`src/rtl/tmr_wave_pkg.sv`:
```
package tmr_wave_pkg;
  // counting family, encoded as on wave_mode_i
  typedef enum logic [1:0] {
    FAM_FREE  = 2'b00,
    FAM_DUAL  = 2'b01,
    FAM_CLEAR = 2'b10,
    FAM_FAST  = 2'b11
  } fam_e;

  function automatic logic fam_is_pwm(fam_e f);
    return (f == FAM_DUAL) || (f == FAM_FAST);
  endfunction
endpackage

```
`src/rtl/tmr_wave_counter.sv`:
```
module tmr_wave_counter
  import tmr_wave_pkg::*;
#(
  parameter int W = 8
) (
  input  logic         clk_i,
  input  logic         rst_ni,
  input  logic         tick_i,
  input  fam_e         fam_i,
  input  logic [W-1:0] top_i,
  output logic [W-1:0] cnt_o,
  output logic [W-1:0] cnt_nxt_o,
  output logic         step_up_o,
  output logic         at_top_o
);
  localparam logic [W-1:0] ONE = W'(1);

  logic [W-1:0] cnt_q, cnt_d;
  logic         down_q, down_d;
  logic         step_up;

  always_comb begin
    cnt_d   = cnt_q;
    down_d  = down_q;
    step_up = 1'b1;
    unique case (fam_i)
      FAM_DUAL: begin
        if (!down_q) begin
          if (cnt_q >= top_i) begin
            down_d  = 1'b1;
            cnt_d   = (cnt_q == '0) ? '0 : cnt_q - ONE;
            step_up = 1'b0;
          end else begin
            cnt_d = cnt_q + ONE;
          end
        end else if (cnt_q == '0) begin
          down_d = 1'b0;
          cnt_d  = (top_i == '0) ? '0 : ONE;
        end else begin
          cnt_d   = cnt_q - ONE;
          step_up = 1'b0;
        end
      end
      FAM_FREE: begin
        down_d = 1'b0;
        cnt_d  = cnt_q + ONE;
      end
      default: begin
        down_d = 1'b0;
        cnt_d  = (cnt_q == top_i) ? '0 : cnt_q + ONE;
      end
    endcase
  end

  always_ff @(posedge clk_i or negedge rst_ni) begin
    if (!rst_ni) begin
      cnt_q  <= '0;
      down_q <= 1'b0;
    end else if (tick_i) begin
      cnt_q  <= cnt_d;
      down_q <= down_d;
    end
  end

  assign cnt_o     = cnt_q;
  assign cnt_nxt_o = tick_i ? cnt_d : cnt_q;
  assign step_up_o = step_up;
  assign at_top_o  = (cnt_q == top_i);

  a_r12_cnt_hold: assert property (@(posedge clk_i) disable iff (!rst_ni)
    !tick_i |=> ($stable(cnt_q) && $stable(down_q)));

  a_r3_fast_wrap: assert property (@(posedge clk_i) disable iff (!rst_ni)
    (tick_i && fam_i == FAM_FAST && cnt_q == top_i) |=> (cnt_q == '0));
endmodule

```
`src/rtl/tmr_wave_cmp.sv`:
```
module tmr_wave_cmp #(
  parameter int W = 8
) (
  input  logic         clk_i,
  input  logic         rst_ni,
  input  logic         pwm_i,
  input  logic         tick_i,
  input  logic         at_top_i,
  input  logic         we_i,
  input  logic [W-1:0] wdata_i,
  input  logic [W-1:0] cnt_i,
  input  logic [W-1:0] cnt_nxt_i,
  output logic [W-1:0] act_o,
  output logic         hit_o
);
  logic [W-1:0] hold_q, hold_d, act_q, act_d;
  logic         blk_q, blk_d;

  always_comb begin
    hold_d = we_i ? wdata_i : hold_q;
    act_d  = act_q;
    if (!pwm_i) begin
      if (we_i) act_d = wdata_i;
    end else if (tick_i && at_top_i) begin
      act_d = hold_d;
    end
    if (we_i && wdata_i == cnt_nxt_i) blk_d = 1'b1;
    else if (tick_i)                  blk_d = 1'b0;
    else                              blk_d = blk_q;
  end

  always_ff @(posedge clk_i or negedge rst_ni) begin
    if (!rst_ni) begin
      hold_q <= '0;
      act_q  <= '0;
      blk_q  <= 1'b0;
    end else begin
      hold_q <= hold_d;
      act_q  <= act_d;
      blk_q  <= blk_d;
    end
  end

  assign act_o = act_q;
  assign hit_o = tick_i && (cnt_i == act_q) && !blk_q;

  a_r10_pwm_hold: assert property (@(posedge clk_i) disable iff (!rst_ni)
    (pwm_i && !(tick_i && at_top_i)) |=> $stable(act_q));

  a_r11_blk_once: assert property (@(posedge clk_i) disable iff (!rst_ni)
    (tick_i && !(we_i && wdata_i == cnt_nxt_i)) |=> !blk_q);
endmodule

```
`src/rtl/tmr_wave_chan.sv`:
```
module tmr_wave_chan
  import tmr_wave_pkg::*;
#(
  parameter bit IS_A = 1'b0
) (
  input  logic       clk_i,
  input  logic       rst_ni,
  input  logic       tick_i,
  input  fam_e       fam_i,
  input  logic [1:0] mode_i,
  input  logic       alt_tog_i,
  input  logic       hit_i,
  input  logic       at_top_i,
  input  logic       step_up_i,
  input  logic       a_eq_top_i,
  input  logic       port_i,
  input  logic       dir_i,
  output logic       pad_o,
  output logic       pad_oe_o
);
  logic wave_q, wave_d;
  logic pwm, special, alt_ok, conn;

  assign pwm     = fam_is_pwm(fam_i);
  assign alt_ok  = IS_A && alt_tog_i;
  assign special = IS_A && pwm && mode_i[1] && a_eq_top_i;
  assign conn    = (mode_i != 2'b00) && !(pwm && mode_i == 2'b01 && !alt_ok);

  always_comb begin
    wave_d = wave_q;
    if (tick_i) begin
      if (!pwm) begin
        if (hit_i) begin
          unique case (mode_i)
            2'b01:   wave_d = ~wave_q;
            2'b10:   wave_d = 1'b0;
            2'b11:   wave_d = 1'b1;
            default: wave_d = wave_q;
          endcase
        end
      end else if (mode_i[1]) begin
        if (fam_i == FAM_FAST) begin
          if (hit_i && !special) wave_d = mode_i[0];
          if (at_top_i)          wave_d = ~mode_i[0];
        end else if (special) begin
          if (at_top_i) wave_d = ~mode_i[0];
        end else if (hit_i) begin
          wave_d = step_up_i ? mode_i[0] : ~mode_i[0];
        end
      end else if (mode_i[0] && alt_ok && hit_i) begin
        wave_d = ~wave_q;
      end
    end
  end

  always_ff @(posedge clk_i or negedge rst_ni) begin
    if (!rst_ni) wave_q <= 1'b0;
    else         wave_q <= wave_d;
  end

  assign pad_o    = conn ? wave_q : port_i;
  assign pad_oe_o = dir_i;

  a_r12_wave_hold: assert property (@(posedge clk_i) disable iff (!rst_ni)
    !tick_i |=> $stable(wave_q));

  a_r4_toggle: assert property (@(posedge clk_i) disable iff (!rst_ni)
    (tick_i && !pwm && mode_i == 2'b01 && hit_i) |=> (wave_q != $past(wave_q)));

  a_r5_bottom_set: assert property (@(posedge clk_i) disable iff (!rst_ni)
    (tick_i && fam_i == FAM_FAST && mode_i == 2'b10 && at_top_i) |=> wave_q);
endmodule

```
`src/rtl/tmr_wave_unit.sv`:
```
module tmr_wave_unit
  import tmr_wave_pkg::*;
#(
  parameter int W = 8
) (
  input  logic         clk_i,
  input  logic         rst_ni,
  input  logic         tick_i,
  input  logic [1:0]   wave_mode_i,
  input  logic         top_sel_i,
  input  logic         cmp_a_we_i,
  input  logic [W-1:0] cmp_a_i,
  input  logic         cmp_b_we_i,
  input  logic [W-1:0] cmp_b_i,
  input  logic [1:0]   out_mode_a_i,
  input  logic [1:0]   out_mode_b_i,
  input  logic [1:0]   dir_i,
  input  logic [1:0]   port_i,
  output logic [1:0]   pad_o,
  output logic [1:0]   pad_oe_o,
  output logic [W-1:0] cnt_o
);
  localparam int           NCH = 2;
  localparam logic [W-1:0] MAX = {W{1'b1}};

  logic [1:0]   rst_sync_q;
  logic         rst_n;
  fam_e         fam;
  logic         pwm;
  logic [W-1:0] top, cnt, cnt_nxt;
  logic         step_up, at_top;
  logic [W-1:0] act   [NCH];
  logic [NCH-1:0] hit, we;
  logic [W-1:0] wdata [NCH];
  logic [1:0]   mode  [NCH];

  always_ff @(posedge clk_i or negedge rst_ni) begin
    if (!rst_ni) rst_sync_q <= 2'b00;
    else         rst_sync_q <= {rst_sync_q[0], 1'b1};
  end
  assign rst_n = rst_sync_q[1];

  assign fam = fam_e'(wave_mode_i);
  assign pwm = fam_is_pwm(fam);
  assign top = (fam == FAM_CLEAR || (pwm && top_sel_i)) ? act[0] : MAX;

  assign we[0] = cmp_a_we_i;
  assign we[1] = cmp_b_we_i;
  assign wdata[0] = cmp_a_i;
  assign wdata[1] = cmp_b_i;
  assign mode[0] = out_mode_a_i;
  assign mode[1] = out_mode_b_i;

  tmr_wave_counter #(.W(W)) i_cnt (
    .clk_i     (clk_i),
    .rst_ni    (rst_n),
    .tick_i    (tick_i),
    .fam_i     (fam),
    .top_i     (top),
    .cnt_o     (cnt),
    .cnt_nxt_o (cnt_nxt),
    .step_up_o (step_up),
    .at_top_o  (at_top)
  );

  for (genvar g = 0; g < NCH; g++) begin : g_ch
    tmr_wave_cmp #(.W(W)) i_cmp (
      .clk_i     (clk_i),
      .rst_ni    (rst_n),
      .pwm_i     (pwm),
      .tick_i    (tick_i),
      .at_top_i  (at_top),
      .we_i      (we[g]),
      .wdata_i   (wdata[g]),
      .cnt_i     (cnt),
      .cnt_nxt_i (cnt_nxt),
      .act_o     (act[g]),
      .hit_o     (hit[g])
    );

    tmr_wave_chan #(.IS_A(g == 0)) i_chan (
      .clk_i      (clk_i),
      .rst_ni     (rst_n),
      .tick_i     (tick_i),
      .fam_i      (fam),
      .mode_i     (mode[g]),
      .alt_tog_i  (top_sel_i),
      .hit_i      (hit[g]),
      .at_top_i   (at_top),
      .step_up_i  (step_up),
      .a_eq_top_i (act[0] == top),
      .port_i     (port_i[g]),
      .dir_i      (dir_i[g]),
      .pad_o      (pad_o[g]),
      .pad_oe_o   (pad_oe_o[g])
    );
  end

  assign cnt_o = cnt;
endmodule

```
`config.mk`:
```
export PLATFORM = sky130hd
export DESIGN_NAME = tmr_wave_unit
export DESIGN_NICKNAME = d
export VERILOG_FILES = /design/src/rtl/tmr_wave_pkg.sv /design/src/rtl/tmr_wave_counter.sv /design/src/rtl/tmr_wave_cmp.sv /design/src/rtl/tmr_wave_chan.sv /design/src/rtl/tmr_wave_unit.sv
export SDC_FILE = /design/constraint.sdc
export NUM_CORES = 1
export LEC_CHECK = 0
export CAP_MARGIN = 20
export CORE_ASPECT_RATIO = 2
export CORE_MARGIN = 4
export CORE_UTILIZATION = 61
export CTS_CLUSTER_DIAMETER = 50
export DETAILED_ROUTE_END_ITERATION = 12
export HOLD_SLACK_MARGIN = 0.1
export PLACE_DENSITY = 0.89
export SLEW_MARGIN = 5
export SYNTH_ARGS = -nofsm -noshare
export SYNTH_HDL_FRONTEND = slang
export SYNTH_SLANG_ARGS = --single-unit
```
`constraint.sdc`:
```
create_clock -name clk_i -period 2.4 [get_ports clk_i]
set_clock_uncertainty 0.1 [all_clocks]
set_input_delay 0.36 -clock clk_i [delete_from_list [all_inputs] [get_ports clk_i]]
set_output_delay 0.36 -clock clk_i [all_outputs]
set_load 0.02 [all_outputs]
```
==> results.sh, run 1 <==
export IMPL_ys_seq_elements=47
export IMPL_grt_usage_pct=62.1
export IMPL_place_gp_congestion=1.29
export IMPL_clk_path_buf_depth=2
export IMPL_synth_top_area_share_pct=33.2
export IMPL_avgSynthCellArea_sq_um=9.40
export IMPL_synth_most_common_cell="dfrtp_1"
export IMPL_die_h_microns=116
export IMPL_yosys_area_top_type="dfrtp_1"
export IMPL_syn_inst=377
export IMPL_place_area_sq_um=4660
export IMPL_io_pin_count=44
export IMPL_synthesis_area_sq_um=3540
export IMPL_post_place_ws_ps=-1560
export IMPL_dpl_cell_count=542
export IMPL_yosys_warnings=0
export IMPL_synthSimpleGateAreaFrac_pct=16.6
export IMPL_initial_utilization_pct=62.6
export IMPL_yosysSeqAreaShare_pct=33.2
export IMPL_stop_stage="global routing"
export IMPL_hpwl_microns=10200
export IMPL_grt_first_pass_wirelength_microns=31300
export IMPL_netlist_top_cells_count="dfrtp_1, mux2i_1, inv_1"
export IMPL_ys_types=69
export IMPL_stop_error="[ERROR GRT-0116] Global routing finished with congestion. Check the congestion regions in the DRC Viewer."
export IMPL_synth_xor_area_share_pct=7.17
export IMPL_synth_top_family_by_area="compound AO/OA/AOI/OAI gates"
export IMPL_num_rows=39
export IMPL_synth_top_flop_cell="dfrtp_1"
export IMPL_cts_made_buffers=5
export IMPL_grt_max_degree=36
export IMPL_muxShareOfSynthArea_pct=16.5
export IMPL_numPortBuffers=39
export IMPL_grt_overflow=32
export IMPL_synthTopCellsByArea="dfrtp_1, mux2i_1, mux2_2"
export IMPL_clock_sinks=47
export IMPL_synth_adder_area_share_pct=3.53
export IMPL_synth_async_reset_ratio_pct=100
export IMPL_synth_net_count=419
export IMPL_synth_edff_count=0
export IMPL_die_w_microns=61.9
export IMPL_root_buffer="clkbuf_16"
export IMPL_htreeDepth=2
export IMPL_hold_buffers=0
export IMPL_outcome="stopped before the end"
export IMPL_synth_compound_area_share_pct=16.6
export IMPL_grt_pass1_vias=4928
-- per-stage QoR --
stage	util, %	setup TNS, ps	hold WS, ps
after floorplan	-	-5820	-35.6
after global placement	82.3	-23290	238
after detailed placement	82.3	-28100	242
after CTS	91.7	-3210	117
-- cells by family after synthesis --
kind of cell,Yosys count
AND/OR/NAND/NOR,108
AO/OA/AOI/OAI,74
multiplexers,56
buffers and inverters,52
flip-flops,47
XOR/XNOR,29
adder cells (fa/ha/maj),10
other,1
-- layer usage --
layer  GRT usage, %  overflow
met1           62.9         0
met2           82.3        18
met3           40.9         0
met4           56.9        14
met5           3.17         0
-- timing repair --
action                     in CTS
pin swaps                      18
gates cloned                    2
setup buffers                  17
setup endpoints to repair      31
hold endpoints to repair        0
resized for setup              62
==> inputs of run 2 (changes only) <==
--- a/config.mk
+++ b/config.mk
@@ -6,13 +6,10 @@
 export NUM_CORES = 1
 export LEC_CHECK = 0
 export CAP_MARGIN = 20
-export CORE_ASPECT_RATIO = 2
 export CORE_MARGIN = 4
-export CORE_UTILIZATION = 61
-export CTS_CLUSTER_DIAMETER = 50
+export CORE_UTILIZATION = 40
 export DETAILED_ROUTE_END_ITERATION = 12
-export HOLD_SLACK_MARGIN = 0.1
-export PLACE_DENSITY = 0.89
+export PLACE_DENSITY_LB_ADDON = 0.15
 export SLEW_MARGIN = 5
 export SYNTH_ARGS = -nofsm -noshare
 export SYNTH_HDL_FRONTEND = slang
==> run 2 against run 1 <==
  * The flow now finishes, with violations (negative setup slack)
  * Area after synthesis is the same
  * Synthesized cell count is the same
==> results.sh, run 2 <==
export IMPL_outcome="finished, violations left"
export IMPL_violations="negative setup slack"
export IMPL_syn_inst=377
export IMPL_initialDrtViolationCount=292
export IMPL_die_h_microns=102
export IMPL_synth_async_reset_ratio_pct=100
export IMPL_synthTopCellsByArea="dfrtp_1, mux2i_1, mux2_2"
export IMPL_htreeDepth=2
export IMPL_ys_types=69
export IMPL_num_rows=34
export IMPL_crit_required_ps=2520
export IMPL_finalNetCount=565
export IMPL_path_class="flop to flop"
export IMPL_p_per_area_nw_per_um2=781
export IMPL_grt_first_pass_wirelength_microns=19000
export IMPL_hpwl_microns=9270
export IMPL_period_needed_ps=2930
export IMPL_hold_viol=0
export IMPL_antenna_found_initial=0
export IMPL_die_w_microns=102
export IMPL_startpoint_type="flop"
export IMPL_setup_viol=7
export IMPL_wirelength_microns=12300
export IMPL_finalCritPeriodShare_pct=122
export IMPL_root_buffer="clkbuf_8"
export IMPL_setup_slack_ps=-526
export IMPL_leakagePower_nw=2.41
export IMPL_cts_tree="built"
export IMPL_relSlewSlack_pct=66.2
export IMPL_clk_path_buf_depth=2
export IMPL_path_clk_slew_ps=100
export IMPL_rsz0062_at_grt="yes"
export IMPL_grt_pass1_vias=3503
export IMPL_vias=3551
export IMPL_drive_gt1_share_pct=39.5
export IMPL_area_delta_synth_final_pct=53.1
export IMPL_ys_seq_elements=47
export IMPL_vdd_drop_max_mv=0.469
export IMPL_grt_usage_pct=24.0
export IMPL_r2r_end="g_ch[0].i_cmp.blk_q"
export IMPL_numPortBuffers=39
export IMPL_worst_slew_pin_slew_ps=494
export IMPL_synth_net_count=419
export IMPL_fmax_mhz=342
export IMPL_min_path_type="input port to asynchronous set/reset pin"
export IMPL_synth_top_area_share_pct=33.2
export IMPL_fillers=737
export IMPL_synth_most_common_cell="dfrtp_1"
export IMPL_drc=0
export IMPL_layout_commonest_cell="buf_4"
export IMPL_num_antenna_cells=0
export IMPL_insertion_delay_ps=310
export IMPL_clock_sinks=47
export IMPL_die_area_sq_um=10400
export IMPL_drtAntennaViolNets=0
export IMPL_grt_max_degree=25
export IMPL_place_gp_congestion=0.916
export IMPL_synth_edff_count=0
export IMPL_cp_arrival_ps=3050
export IMPL_grt_overflow=0
export IMPL_cp_max_fo=3
export IMPL_reg2regPathDepth=12
export IMPL_mostFrequentLayoutCells="buf_4, dfrtp_1, mux2i_1"
export IMPL_io_pin_count=44
export IMPL_reg2reg_slack_ps=-530
export IMPL_synth_top_flop_cell="dfrtp_1"
export IMPL_first_pass_iters=6
export IMPL_avgSynthCellArea_sq_um=9.40
export IMPL_yosysSeqAreaShare_pct=33.2
export IMPL_netlist_top_cells_count="dfrtp_1, mux2i_1, inv_1"
export IMPL_synthesis_area_sq_um=3540
export IMPL_timing_final_max_slew_violations=0
export IMPL_core_area_sq_um=8680
export IMPL_cts_made_buffers=5
export IMPL_initial_utilization_pct=40.8
export IMPL_routedWlPerCell_microns=19.4
export IMPL_yosys_area_top_type="dfrtp_1"
export IMPL_place_area_sq_um=4870
export IMPL_final_area_sq_um=5430
export IMPL_yosys_warnings=0
export IMPL_r2r_start="g_ch[0].i_cmp.act_o[0]"
export IMPL_worst_setup_path_end_kind="flop"
export IMPL_cap_violations=0
export IMPL_fin_tns_setup_ps=-1640
export IMPL_viasPerCell=5.62
==> run 2: cell counts after synthesis <==
Identical to the previous run, type by type.
==> run 2: worst max path at each step <==
stage / to / slack, ps / from
detailed placement: g_ch[1].i_cmp.blk_q / -1320 / wave_mode_i[0]
floorplan: g_ch[1].i_cmp.blk_q / -640 / wave_mode_i[0]
global placement: g_ch[1].i_cmp.blk_q / -1270 / wave_mode_i[0]
CTS: g_ch[1].i_cmp.blk_q / -550 / g_ch[0].i_cmp.act_o[0]
finish: g_ch[0].i_cmp.blk_q / -530 / g_ch[0].i_cmp.act_o[0]
global route: g_ch[0].i_cmp.blk_q / -650 / g_ch[0].i_cmp.act_o[5]
==> run 2: stage by stage <==
| step | std cells | setup WS, ps | utilization, % | hold WS [ps] | power (W) |
|---|---|---|---|---|---|
| 2_1_floorplan | 377 | -641 | - | -35.6 | 0.00224 |
| 3_3_place_gp | 604 | -1270 | 56.1 | 151 | 0.00321 |
| 3_5_place_dp | 604 | -1320 | 56.1 | 162 | 0.00322 |
| 4_1_cts | 627 | -550 | 60.8 | 88.6 | 0.00413 |
| 5_1_grt | 632 | -648 | 62.5 | 90.2 | 0.00446 |
| 6_report | 632 | -526 | 62.5 | 96.2 | 0.00424 |
==> run 2: logic make-up (layout without fill, tap and decap cells) <==
group | count (synthesis) | count (layout) | synth area share, %
compound gates | 74 | 74 | 16.6
mux | 56 | 57 | 16.5
other cells | 1 | 1 | 0.106
flops | 47 | 47 | 33.2
fa+ha+maj | 10 | 10 | 3.53
simple gates | 108 | 108 | 16.6
buf+inv | 52 | 198 | 6.35
xor+xnor | 29 | 29 | 7.17
==> run 2: area by class of cell <==
cell class / count / area (sq um) / area share (%)
Multi-Input combinational cell: 279 / 2480 / 45.8
Timing Repair Buffer: 161 / 1390 / 25.6
Sequential cell: 47 / 1180 / 21.7
Tap cell: 108 / 135 / 2.49
Inverter: 29 / 109 / 2.01
Clock buffer: 6 / 72.6 / 1.34
Clock inverter: 2 / 60.1 / 1.11
==> run 2: power breakdown <==
| part | total, W | switching (W) | internal, W |
|---|---|---|---|
| Clock | 0.000716 | 0.000299 | 0.000417 |
| Combinational | 0.00247 | 0.00124 | 0.00124 |
| Sequential | 0.00105 | 0.000120 | 0.000927 |
==> run 2: what timing repair did <==
action / 4_1_cts / 5_1_grt
buffers inserted: 15 / 7
pin swaps: 28 / 23
hold buffers: 0 / 0
gates cloned: 1 / 0
resized for setup: 49 / 24
endpoints found under the setup margin: 31 / 26
==> run 2: worst max-delay path, cell delays in order (launching register included) <==
cell and delay [ps]:
dfrtp_1 420, or2_4 250, ha_4 220, nand2b_4 150, a211oi_4 260, o211ai_1 180, a21o_1 260, o2111a_1 160
a221oi_2 200, buf_4 190, buf_6 110, xnor2_2 60, o41ai_2 300
==> run 2: metal layers <==
layer	global-route usage, %	wire length (microns)	share of wire [%]
met2	38.5	5730	47
met4	6.86	274	2.2
met1	34.1	5590	46
met3	3.00	675	5.5
met5	0	0	0
No activity file was read; power rests on OpenSTA's default activity.
==> inputs of run 3 (changes only) <==
--- a/config.mk
+++ b/config.mk
@@ -10,7 +10,7 @@
 export CORE_UTILIZATION = 40
 export DETAILED_ROUTE_END_ITERATION = 12
 export PLACE_DENSITY_LB_ADDON = 0.15
-export SLEW_MARGIN = 5
+export SLEW_MARGIN = 40
 export SYNTH_ARGS = -nofsm -noshare
 export SYNTH_HDL_FRONTEND = slang
 export SYNTH_SLANG_ARGS = --single-unit
==> constraint.sdc (replaced) <==
create_clock -name clk_i -period 3.01 [get_ports clk_i]
set_clock_uncertainty 0.1 [all_clocks]
set_input_delay 0.4515 -clock clk_i [delete_from_list [all_inputs] [get_ports clk_i]]
set_output_delay 0.4515 -clock clk_i [all_outputs]
set_load 0.02 [all_outputs]
==> run 3 against run 2 <==
  * Critical path type is now input port to flop
  * Global-route usage fell by 0.98 points
  * Die area did not move
  * Sequential share of layout area rose by 3.0 points
  * The run still ends with negative setup slack left
  * First-iteration DRC count fell by 34%
  * Cell count fell by 7.9%
  * Clock power fell by 29%
  * Total power fell by 29%
==> results.sh, run 3 (same netlist as run 2, synthesis figures left out) <==
export IMPL_vias=3328
export IMPL_rsz0062_at_grt="yes"
export IMPL_period_needed_ps=3080
export IMPL_cap_violations=0
export IMPL_grt_first_pass_wirelength_microns=18400
export IMPL_initial_utilization_pct=40.8
export IMPL_reg2reg_slack_ps=-60
export IMPL_viasPerCell=5.72
export IMPL_outcome="finished, violations left"
export IMPL_p_switching_w=0.00123
export IMPL_cts_made_buffers=5
export IMPL_fmax_mhz=324
export IMPL_startpoint_type="input port"
export IMPL_path_class="input port to flop"
export IMPL_setup_slack_ps=-73.9
export IMPL_clock_sinks=47
export IMPL_worst_slew_pin_slew_ps=627
export IMPL_mostFrequentLayoutCells="buf_4, dfrtp_1, mux2i_1, clkdlybuf4s50_1, inv_1"
export IMPL_crit_slowest_cell="o211ai_1"
export IMPL_power_frac_clock_pct=16.9
export IMPL_die_area_sq_um=10400
export IMPL_p_seq_share_pct=28.9
export IMPL_num_antenna_cells=0
export IMPL_finalNetCount=515
export IMPL_path_clk_slew_ps=100
export IMPL_violations="negative setup slack"
export IMPL_wirelength_microns=11500
export IMPL_p_sw_share_pct=41.2
export IMPL_reg2regPathDepth=11
export IMPL_min_path_type="input port to asynchronous set/reset pin"
export IMPL_initialDrtViolationCount=193
export IMPL_cp_arrival_ps=3190
export IMPL_multi_input_area_sq_um=2300
export IMPL_timing_final_max_slew_violations=0
export IMPL_hold_viol=0
export IMPL_hpwl_microns=8800
export IMPL_htreeDepth=2
export IMPL_numPortBuffers=39
export IMPL_crit_required_ps=3120
export IMPL_grt_pass1_vias=3370
export IMPL_fillers=808
export IMPL_worst_setup_path_end_kind="flop"
export IMPL_slowest_delay_ps=410
export IMPL_p_int_w=0.00176
export IMPL_layout_commonest_cell="buf_4"
export IMPL_r2r_start="g_ch[0].i_cmp.act_o[0]"
export IMPL_cp_depth=13
export IMPL_root_buffer="clkbuf_8"
export IMPL_io_pin_count=44
export IMPL_antenna_found_initial=0
export IMPL_r2r_end="g_ch[1].i_cmp.blk_q"
export IMPL_post_route_util_pct=55.0
export IMPL_finalCritPeriodShare_pct=102
export IMPL_total_power_w=0.00299
export IMPL_first_pass_iters=4
export IMPL_cts_tree="built"
export IMPL_leakagePower_nw=2.08
export IMPL_place_gp_congestion=0.935
export IMPL_relSlewSlack_pct=58.2
export IMPL_grt_usage_pct=23.0
export IMPL_drtAntennaViolNets=0
export IMPL_cp_max_fo=6
export IMPL_die_h_microns=102
export IMPL_grt_max_degree=46
export IMPL_regArea_sq_um=1180
export IMPL_p_comb_share_pct=54.2
export IMPL_vdd_drop_max_mv=0.315
export IMPL_drive_gt1_share_pct=29.3
export IMPL_core_area_sq_um=8680
export IMPL_crit_buf_inv=2
export IMPL_insertion_delay_ps=320
export IMPL_die_w_microns=102
export IMPL_grt_overflow=0
export IMPL_area_delta_synth_final_pct=34.8
export IMPL_path_delay_family="compound AO/OA/AOI/OAI gates"
export IMPL_setup_viol=2
export IMPL_num_rows=34
export IMPL_drc=0
export IMPL_cp_cell_sequence="buf_6, mux2i_4, or2_4, ha_4, nand2b_4, a211oi_2, o211ai_1, nand2_2, buf_4, nor4_4, a211o_1, xor2_1, o41ai_2"
export IMPL_clk_path_buf_depth=2
export IMPL_hold_buffers=0
export IMPL_p_per_area_nw_per_um2=625
export IMPL_routedWlPerCell_microns=19.7
==> run 3: repair_timing <==
item                                    4_1_cts  5_1_grt
cloned                                        1        0
endpoints found under the setup margin       15        2
gates resized for setup                      21       12
pin swaps                                     7       17
setup buffers                                 2       10
==> run 3: final cells by class <==
class / count / share of cell area (%)
multi-input combinational: 279 / 48.1
sequential: 47 / 24.7
timing repair buffer: 111 / 19.7
tap: 108 / 2.83
inverter: 29 / 2.28
clock buffer: 5 / 1.44
clock inverter: 3 / 0.969
==> run 3: power by group through the flow <==
stage          Clock [W]  Sequential, W  Combinational (W)
2_1_floorplan          0       0.000878           0.000885
3_3_place_gp           0       0.000877            0.00151
3_5_place_dp           0       0.000876            0.00150
4_1_cts         0.000524       0.000863            0.00154
5_1_grt         0.000554       0.000877            0.00175
6_report        0.000506       0.000863            0.00162
==> run 3: per-layer routing <==
layer	vias to the layer above	GRT usage [%]	part of all wire, %
met5	-	0	0
met4	0	6.96	2.1
met3	18	3.96	5.4
met2	109	35.6	47
met1	1635	32.9	46
li1	1566	-	-
==> run 3: metrics by stage <==
step,setup TNS (ps),hold WS [ps],worst slack [ps],instances,area [sq um]
after floorplan,-167,55.9,-125,377,3600
after global placement,-10070,239,-903,562,4470
after detailed placement,-10490,238,-937,562,4470
after CTS,-55.6,185,-55.6,573,4650
after global routing,-406,171,-215,582,4780
final,-138,195,-73.9,582,4780
==> run 3: worst max-delay path by stage <==
| stage | start | to | slack [ps] |
|---|---|---|---|
| after floorplan | wave_mode_i[0] | g_ch[1].i_cmp.blk_q | -130 |
| after global placement | wave_mode_i[0] | g_ch[1].i_cmp.blk_q | -900 |
| after detailed placement | wave_mode_i[0] | g_ch[1].i_cmp.blk_q | -940 |
| after CTS | wave_mode_i[0] | g_ch[1].i_cmp.blk_q | -60 |
| after global routing | g_ch[0].i_cmp.act_o[0] | g_ch[1].i_cmp.blk_q | -220 |
| final | wave_mode_i[0] | g_ch[1].i_cmp.blk_q | -70 |
==> inputs of run 4 (changes only) <==
--- a/config.mk
+++ b/config.mk
@@ -5,6 +5,7 @@
 export SDC_FILE = /design/constraint.sdc
 export NUM_CORES = 1
 export LEC_CHECK = 0
+export ABC_AREA = 0
 export CAP_MARGIN = 20
 export CORE_MARGIN = 4
 export CORE_UTILIZATION = 40
==> results of run 4 <==
No change in the layout: final DEF, timing and power equal those of run 3.
